### src/rtl/spi_seq_pkg.sv
`timescale 1ns/1ps
package spi_seq_pkg;
    localparam int DATA_W  = 24;
    localparam int DIV_W   = 8;
    localparam int GAP_W   = 8;
    localparam int SEL_W   = 2;
    localparam int BITS_W  = $clog2(DATA_W);

    typedef enum logic [1:0] {
        ST_IDLE  = 2'd0,
        ST_SHIFT = 2'd1,
        ST_TAIL  = 2'd2
    } eng_state_t;

    typedef struct packed {
        eng_state_t          state;
        logic [SEL_W-1:0]    sel;
        logic [DIV_W-1:0]    div;
        logic [DIV_W-1:0]    cnt;
        logic [BITS_W-1:0]   bits;
        logic [DATA_W-1:0]   shreg;
        logic                sclk;
        logic [GAP_W-1:0]    gap;
        logic                done;
    } eng_regs_t;
endpackage

### src/rtl/spi_desc_fifo.sv
`timescale 1ns/1ps
module spi_desc_fifo #(
    parameter int WIDTH = 34,
    parameter int DEPTH = 8
) (
    input  logic             clk,
    input  logic             rst_n,
    input  logic             wr_en,
    input  logic [WIDTH-1:0] wr_data,
    output logic             full,
    input  logic             rd_en,
    output logic [WIDTH-1:0] rd_data,
    output logic             empty
);
    localparam int AW = $clog2(DEPTH);

    logic [WIDTH-1:0] mem [DEPTH];
    logic [AW-1:0]    wr_ptr_d, wr_ptr_q, rd_ptr_d, rd_ptr_q;
    logic [AW:0]      count_d, count_q;
    logic             do_wr, do_rd;

    assign full    = (count_q == (AW+1)'(DEPTH));
    assign empty   = (count_q == '0);
    assign rd_data = mem[rd_ptr_q];

    always_comb begin
        do_wr    = wr_en && !full;
        do_rd    = rd_en && !empty;
        wr_ptr_d = do_wr ? wr_ptr_q + 1'b1 : wr_ptr_q;
        rd_ptr_d = do_rd ? rd_ptr_q + 1'b1 : rd_ptr_q;
        count_d  = count_q;
        if (do_wr && !do_rd)      count_d = count_q + 1'b1;
        else if (do_rd && !do_wr) count_d = count_q - 1'b1;
    end

    always_ff @(posedge clk or negedge rst_n) begin
        if (!rst_n) begin
            wr_ptr_q <= '0;
            rd_ptr_q <= '0;
            count_q  <= '0;
        end else begin
            wr_ptr_q <= wr_ptr_d;
            rd_ptr_q <= rd_ptr_d;
            count_q  <= count_d;
        end
    end

    always_ff @(posedge clk) begin
        if (do_wr) mem[wr_ptr_q] <= wr_data;
    end
endmodule

### src/rtl/spi_frame_engine.sv
`timescale 1ns/1ps
module spi_frame_engine
    import spi_seq_pkg::*;
#(
    parameter int NUM_CS = 4
) (
    input  logic              clk,
    input  logic              rst_n,
    input  logic              desc_valid,
    input  logic [SEL_W-1:0]  desc_sel,
    input  logic [DIV_W-1:0]  desc_div,
    input  logic [DATA_W-1:0] desc_data,
    output logic              desc_pop,
    input  logic [GAP_W-1:0]  gap_cfg,
    output logic              sclk,
    output logic              mosi,
    output logic [NUM_CS-1:0] cs_n,
    output logic              done,
    output logic              active
);
    localparam logic [BITS_W-1:0] LAST_BIT = BITS_W'(DATA_W - 1);

    eng_regs_t r_d, r_q;

    always_comb begin
        r_d      = r_q;
        r_d.done = 1'b0;
        desc_pop = 1'b0;
        unique case (r_q.state)
            ST_IDLE: begin
                if (r_q.gap != '0) begin
                    r_d.gap = r_q.gap - 1'b1;
                end else if (desc_valid) begin
                    desc_pop  = 1'b1;
                    r_d.state = ST_SHIFT;
                    r_d.sel   = desc_sel;
                    r_d.div   = desc_div;
                    r_d.cnt   = desc_div;
                    r_d.shreg = desc_data;
                    r_d.bits  = '0;
                    r_d.sclk  = 1'b0;
                end
            end
            ST_SHIFT: begin
                if (r_q.cnt != '0) begin
                    r_d.cnt = r_q.cnt - 1'b1;
                end else begin
                    r_d.cnt  = r_q.div;
                    r_d.sclk = !r_q.sclk;
                    if (r_q.sclk) begin
                        if (r_q.bits == LAST_BIT) begin
                            r_d.state = ST_TAIL;
                        end else begin
                            r_d.bits  = r_q.bits + 1'b1;
                            r_d.shreg = {r_q.shreg[DATA_W-2:0], 1'b0};
                        end
                    end
                end
            end
            ST_TAIL: begin
                if (r_q.cnt != '0) begin
                    r_d.cnt = r_q.cnt - 1'b1;
                end else begin
                    r_d.state = ST_IDLE;
                    r_d.done  = 1'b1;
                    r_d.gap   = gap_cfg;
                end
            end
            default: r_d.state = ST_IDLE;
        endcase
    end

    always_ff @(posedge clk or negedge rst_n) begin
        if (!rst_n) begin
            r_q       <= '0;
            r_q.state <= ST_IDLE;
        end else begin
            r_q <= r_d;
        end
    end

    assign sclk   = r_q.sclk;
    assign mosi   = r_q.shreg[DATA_W-1];
    assign done   = r_q.done;
    assign active = (r_q.state != ST_IDLE);

    for (genvar i = 0; i < NUM_CS; i++) begin : g_cs
        assign cs_n[i] = !(active && (r_q.sel == SEL_W'(i)));
    end
endmodule

### src/rtl/burst_spi_seq.sv
`timescale 1ns/1ps
module burst_spi_seq
    import spi_seq_pkg::*;
#(
    parameter int NUM_CS     = 4,
    parameter int FIFO_DEPTH = 8
) (
    input  logic              clk,
    input  logic              rst_n,
    input  logic              push_valid,
    input  logic [SEL_W-1:0]  push_sel,
    input  logic [DIV_W-1:0]  push_div,
    input  logic [DATA_W-1:0] push_data,
    output logic              push_ready,
    input  logic [GAP_W-1:0]  gap_cfg,
    output logic              sclk,
    output logic              mosi,
    output logic [NUM_CS-1:0] cs_n,
    output logic              xfer_done,
    output logic              queue_empty
);
    localparam int DESC_W = SEL_W + DIV_W + DATA_W;

    logic [DESC_W-1:0] head;
    logic              fifo_full, fifo_empty, pop, active;

    spi_desc_fifo #(.WIDTH(DESC_W), .DEPTH(FIFO_DEPTH)) u_fifo (
        .clk     (clk),
        .rst_n   (rst_n),
        .wr_en   (push_valid),
        .wr_data ({push_sel, push_div, push_data}),
        .full    (fifo_full),
        .rd_en   (pop),
        .rd_data (head),
        .empty   (fifo_empty)
    );

    spi_frame_engine #(.NUM_CS(NUM_CS)) u_eng (
        .clk        (clk),
        .rst_n      (rst_n),
        .desc_valid (!fifo_empty),
        .desc_sel   (head[DESC_W-1 -: SEL_W]),
        .desc_div   (head[DATA_W +: DIV_W]),
        .desc_data  (head[DATA_W-1:0]),
        .desc_pop   (pop),
        .gap_cfg    (gap_cfg),
        .sclk       (sclk),
        .mosi       (mosi),
        .cs_n       (cs_n),
        .done       (xfer_done),
        .active     (active)
    );

    assign push_ready  = !fifo_full;
    assign queue_empty = fifo_empty && !active;
endmodule

### config.mk
export PLATFORM = sky130hd
export DESIGN_NAME = burst_spi_seq
export DESIGN_NICKNAME = d
export VERILOG_FILES = /design/src/rtl/spi_seq_pkg.sv /design/src/rtl/spi_desc_fifo.sv /design/src/rtl/spi_frame_engine.sv /design/src/rtl/burst_spi_seq.sv
export SDC_FILE = /design/constraint.sdc
export NUM_CORES = 1
export LEC_CHECK = 0
export BUFFER_PORTS_ARGS = -buffer_cell sky130_fd_sc_hd__buf_2
export CORE_ASPECT_RATIO = 0.75
export CORE_MARGIN = 1
export CORE_UTILIZATION = 37
export CTS_CLUSTER_DIAMETER = 60
export DETAILED_ROUTE_END_ITERATION = 8
export PLACE_DENSITY_LB_ADDON = 0.08
export REMOVE_ABC_BUFFERS = 1
export SETUP_SLACK_MARGIN = 0.1
export SYNTH_ARGS = -nofsm -noshare
export SYNTH_HDL_FRONTEND = slang
export SYNTH_SLANG_ARGS = --single-unit
### constraint.sdc
create_clock -name clk -period 9.69 [get_ports clk]
set_input_delay 1.4535 -clock clk [delete_from_list [all_inputs] [get_ports clk]]
set_output_delay 1.4535 -clock clk [all_outputs]
set_load 0.05 [all_outputs]
After elaboration in Yosys (flattened, before gate mapping)

Memory sizes are Yosys's and may differ from the RTL's.
Cells that the tools add are included.
Widths: inputs -> output; s select.

Register bits: 69
RAM bits: 272
Output and inout bits: 9
Logic and storage cells: 98
Memories: 1

Memories:

| memory     | words | width | read ports | clocked after memory_dff | write ports | line                | source |
|---|---|---|---|---|---|---|---|
| u_fifo.mem | 8     | 34    | 1          | 0                        | 1           | spi_desc_fifo.sv:17 | `logic [WIDTH-1:0] mem [DEPTH];` |

Add/subtract/negate cells: 7
Equal/unequal tests: 16
Mux-type cells: 25
Bitwise operators: 2
Reductions and logical operators: 35

Operators by type and width:

| kind                | count |
|---|---|
| $mux 50             | 2 |
| $pmux 30 s2         | 1 |
| $mux 29             | 2 |
| $mux 30             | 1 |
| $mux 8              | 3 |
| $pmux 8 s3          | 1 |
| $pmux 8 s2          | 1 |
| $reduce_bool 8->1   | 2 |
| $sub 8x1->8 const B | 2 |
| $reduce_and 6->1    | 2 |
| $logic_not 1->1     | 10 |
| $ne 2x2->1 const B  | 5 |
| $logic_and 1x1->1   | 9 |
| $mux 9              | 1 |
| $mux 2              | 4 |
| $mux 4              | 2 |
| $ne 2x1->1 const B  | 4 |
| $reduce_and 4->1    | 2 |
| $reduce_bool 2->1   | 4 |
| $add 3x1->3 const B | 2 |
| $eq 2x2->1 const B  | 3 |
| $mux 1              | 6 |
| $pmux 2 s3          | 1 |
| $reduce_and 3->1    | 2 |
| other kinds (10)    | 13 |

Depth between registers and ports, before layout

Depth after elaboration: 8
Depth in mapped cells: 14
Mapped depth without buffers: 13

Hierarchy

A second synthesis with hierarchy kept.

Cells, all modules: 819
Area total of the unflattened synthesis: 14254.9 µm²

Modules (own cells, without submodules):

| module           | times used | cells an instance | area each (µm²) | seq. area each (µm²) |
|---|---|---|---|---|
| spi_desc_fifo    | 1          | 458               | 10884.2         | 8418.1 |
| spi_frame_engine | 1          | 358               | 3349.5          | 1476.4 |
| burst_spi_seq    | 1          | 3                 | 21.3            | 0.0 |

Least setup slack after synthesis

No wires, ideal clock.

Path type: input to register
Start point: in push_valid
End point: mem u_fifo.mem[0][0], enable pin
Setup time: 0.467 ns
Arrival: 4.244 ns
Slack: 4.978 ns
Stages: 4
Path buffers: 1
Cells stage by stage: and2_1 > clkbuf_1 > nand2b_1 > nor3_1

Word-level cells in the longest chain between the ends: 3

Ends and longest elaborated chain:

| item                         | line                | source |
|---|---|---|
| from (decl)                  | burst_spi_seq.sv:10 | `input logic push_valid,` |
| $logic_and 1x1->1            | spi_desc_fifo.sv:27 | `do_wr = wr_en && !full;` |
| net u_fifo.do_wr             | spi_desc_fifo.sv:20 | `logic do_wr, do_rd;` |
| $mux 1                       | spi_desc_fifo.sv:49 | `if (do_wr) mem[wr_ptr_q] <= wr_data;` |
| $mux 1 (implied by the code) | spi_desc_fifo.sv:49 |  |
| to (decl)                    | spi_desc_fifo.sv:17 |  |

The timed path passes the listed nets, and every way through them passes these cells.

Final worst setup path

Start point: reg u_eng.r_q[57] in the netlist's numbering
End point: out queue_empty

Word-level cells in the longest chain between the ends: 3

Ends and longest elaborated chain:

| item                   | line                   | source |
|---|---|---|
| from (decl)            | spi_frame_engine.sv:23 | `eng_regs_t r_d, r_q;` |
| from (signal assigned) | spi_frame_engine.sv:78 | `r_q <= r_d;` |
| $reduce_bool 2->1      | spi_frame_engine.sv:85 | `assign active = (r_q.state != ST_IDLE);` |
| $logic_not 1->1        | burst_spi_seq.sv:55    | `assign queue_empty = fifo_empty && !active;` |
| $logic_and 1x1->1      | burst_spi_seq.sv:55    |  |
| to (decl)              | burst_spi_seq.sv:20    | `output logic queue_empty` |

Every way passes these cells.

==> run_results.csv <==
group,metric,value,unit
outcome,status,"complete, no violations",
power,p_int,2700,uW
finish,nets,1000,
clock_tree,cts_setup_buffers,0,
yosys,yosysWarnings,0,
power,leakage,0.00553,uW
worst_setup_path,worstPathArrival,2.12,ns
power,p_comb_share,8.8,%
power,p_sw_share,23.4,%
flow_run,max-cap-violations,0,
hold_path,hold_depth,2,
route,drt_iter0_drc,469,
placed_design,io_buffers,53,
route,drc,0,
timing,hold_viol_final,0,
finish,area_growth,14.5,%
yosys,synthArstFlopShare,20.2,%
worst_setup_path,critPathLaunch,"u_eng.r_q[57]$_DFFE_PN0P_",
hold_path,min_path_type,"register to register",
clock_tree,numCtsBuffers,36,
yosys,synth_cells,883,
timing,setup_viol,0,
global_routing,first_global_vias,7692,
route,post_drt_via_cell_ratio,5.21,
yosys,synth_area_per_cell,16.0,um^2
worst_setup_path,start_kind,"register",
yosys,synth_cell_types,57,
power,vdd_ir_drop_max,0.146,mV
timing,max_clock_freq,280,MHz
worst_setup_path,timing.rr.start,"u_eng.r_q[1]$_DFFE_PN0P_",
finish,drive_gt1_share,19.6,%
die,pin_count,54,
worst_setup_path,cp.required,8.24,ns
power,seqPwrFrac,52.0,%
die,coreArea,0.0374,mm^2
worst_setup_path,critical_path_class,"register to primary output",
global_routing,antenna_found_initial,3,
die,dieArea,0.0390,mm^2
global_routing,grt.total_usage,16.3,%
placed_design,post-place-cells,1408,
finish,post-route-util,43.3,%
finish,fillers,3382,
global_routing,grt_overflow,0,
route,num_vias,7678,
worst_setup_path,worstSetupEndpointType,"primary output",
clock_tree,clk_pin_slew,0.06,ns
timing,rsz0062_at_grt,"false",
timing,maxSlewViolCount,0,
finish,layout_commonest_cell,"edfxtp_1",
timing,tightestPinTransition,1.09,ns
yosys,yosysSeqAreaShare,69.9,%
yosys,syn_area,0.0141,mm^2
clock_tree,ctsHoldBuffers,0,
route,drtAntennaViolNets,0,
clock_tree,cts_max_path_buffers,3,
die,fp.dieH,171,um
yosys,ys.flop_type,"edfxtp_1",
die,die_w,228,um
placed_design,gp_congestion,0.755,
clock_tree,cts_resized,0,
yosys,ys_ff_latch,341,
clock_tree,cts_tree,"done",
clock_tree,htree_levels,2,
hold_path,hp-start,"u_eng.r_q[52]$_DFFE_PN0N_",
worst_setup_path,cp_max_fo,9,
finish,multi_input_area,0.00404,mm^2
power,p_per_area,217,mW/mm^2
timing,slew_headroom,27.4,%
timing,fin_crit_sh,36.8,%
finish,final_cell_mix,"edfxtp_1, mux2i_1, dfrtp_1, a22oi_1, buf_2",
clock_tree,clkLatencyLatePin,0.52,ns
die,start_util,37.8,%
clock_tree,cts_root_buffer,"clkbuf_16",
finish,seq_area,0.00990,mm^2
timing,finalSetupTns,0,ns
finish,stdcell_count,1474,
route,routedWlPerCell,21.2,um
worst_setup_path,regToRegSetupSlack,6.58,ns
timing,fin_skew,0.0145,ns
global_routing,grt_pass1_wl,47900,um
hold_path,min_to,"u_eng.r_q[52]$_DFFE_PN0N_",
worst_setup_path,r2r_cells,14,
worst_setup_path,reg2reg_to,"u_fifo.count_q[3]$_DFFE_PN0P_",
global_routing,grt_max_degree,61,
placed_design,detailed_place_hpwl,16800,um
timing,period_minus_slack,3.57,ns
route,dr.pass1.iters,5,
clock_tree,cts_sinks,341,
power,clkPwrFrac,39.2,%
yosys,synth_edf_count,272,
power,p_sw,825,uW
route,drt-total-wl,31300,um
die,num_rows,61,
[cells in the mapped netlist, types with 15 or more instances]
cell type	number	area share [%]
a32o_1	23	1.6
o21ai_0	23	0.81
nor2_1	43	1.1
mux2_4	17	1.8
dfrtp_1	69	12
buf_2	18	0.64
mux2_2	16	1.3
nand2_1	29	0.77
a22oi_1	52	2.8
mux2i_1	117	8.3
clkbuf_1	22	0.58
a21oi_1	15	0.53
edfxtp_1	272	58
[sequential cells by signal (all words and copies together), names as in the netlist]
signal and count:
u_eng.sclk 1, u_fifo.wr_ptr_q 3, u_eng.r_q 56, u_eng.mosi 1, u_fifo.count_q 4, u_eng.done 1
u_fifo.mem 272, u_fifo.rd_ptr_q 3
[metrics by stage]
step	total power, uW	hold slack [ns]	area (um^2)	worst slack, ns
3_3_place_gp	2180	0.476	15000	6.46
3_5_place_dp	2180	0.483	15000	6.49
4_1_cts	3580	0.501	16200	6.13
5_1_grt	3670	0.521	16200	6.03
2_1_floorplan	2030	0.442	13900	4.48
6_report	3520	0.496	16200	6.12
[area by class of cell]
| cell class | count | area share, % |
|---|---|---|
| antenna | 3 | 0.0463 |
| clock buffer | 48 | 6.15 |
| clock inverter | 15 | 1.09 |
| tap | 504 | 3.89 |
| timing repair buffer | 72 | 2.53 |
| sequential | 341 | 61.1 |
| inverter | 13 | 0.301 |
| multi-input combinational | 478 | 24.9 |
[per-layer routing]
layer | GRT usage, % | share of wire (%)
met5 | 0 | 0
met4 | 4.08 | 1.7
met3 | 3.00 | 3.9
met2 | 25.4 | 45
met1 | 23.7 | 49
[power groups by stage]
stage | clock (uW) | combinational (uW) | sequential [uW]
after floorplan | 0 | 175 | 1860
after global routing | 1480 | 348 | 1840
after CTS | 1420 | 324 | 1830
final | 1380 | 311 | 1830
after global placement | 0 | 320 | 1860
after detailed placement | 0 | 323 | 1860
[worst max path at each step]
stage	endpoint	slack, ns	cells past startpoint
floorplan	u_eng.r_q[41]$_DFFE_PN0P_	4.48	5
global placement	u_fifo.count_q[3]$_DFFE_PN0P_	6.46	10
detailed placement	u_fifo.count_q[3]$_DFFE_PN0P_	6.49	10
CTS	queue_empty	6.13	5
global route	queue_empty	6.03	5
finish	queue_empty	6.12	5
[kinds of logic after synthesis]
family	after synthesis	share of synthesized area (%)
compound gates	153	8.03
xor+xnor	14	0.867
fa+ha+maj	13	1.20
buf+inv	64	2.10
flops	341	69.9
mux	160	12.9
simple gates	138	4.93
[worst max-delay path, cell delays in order, from the launching register on]
cell     delay (ns)
dfrtp_1        0.38
inv_1          0.10
ha_1           0.40
inv_1          0.26
nor2_1         0.18
buf_2          0.28
No activity file was read; power rests on OpenSTA's default activity.
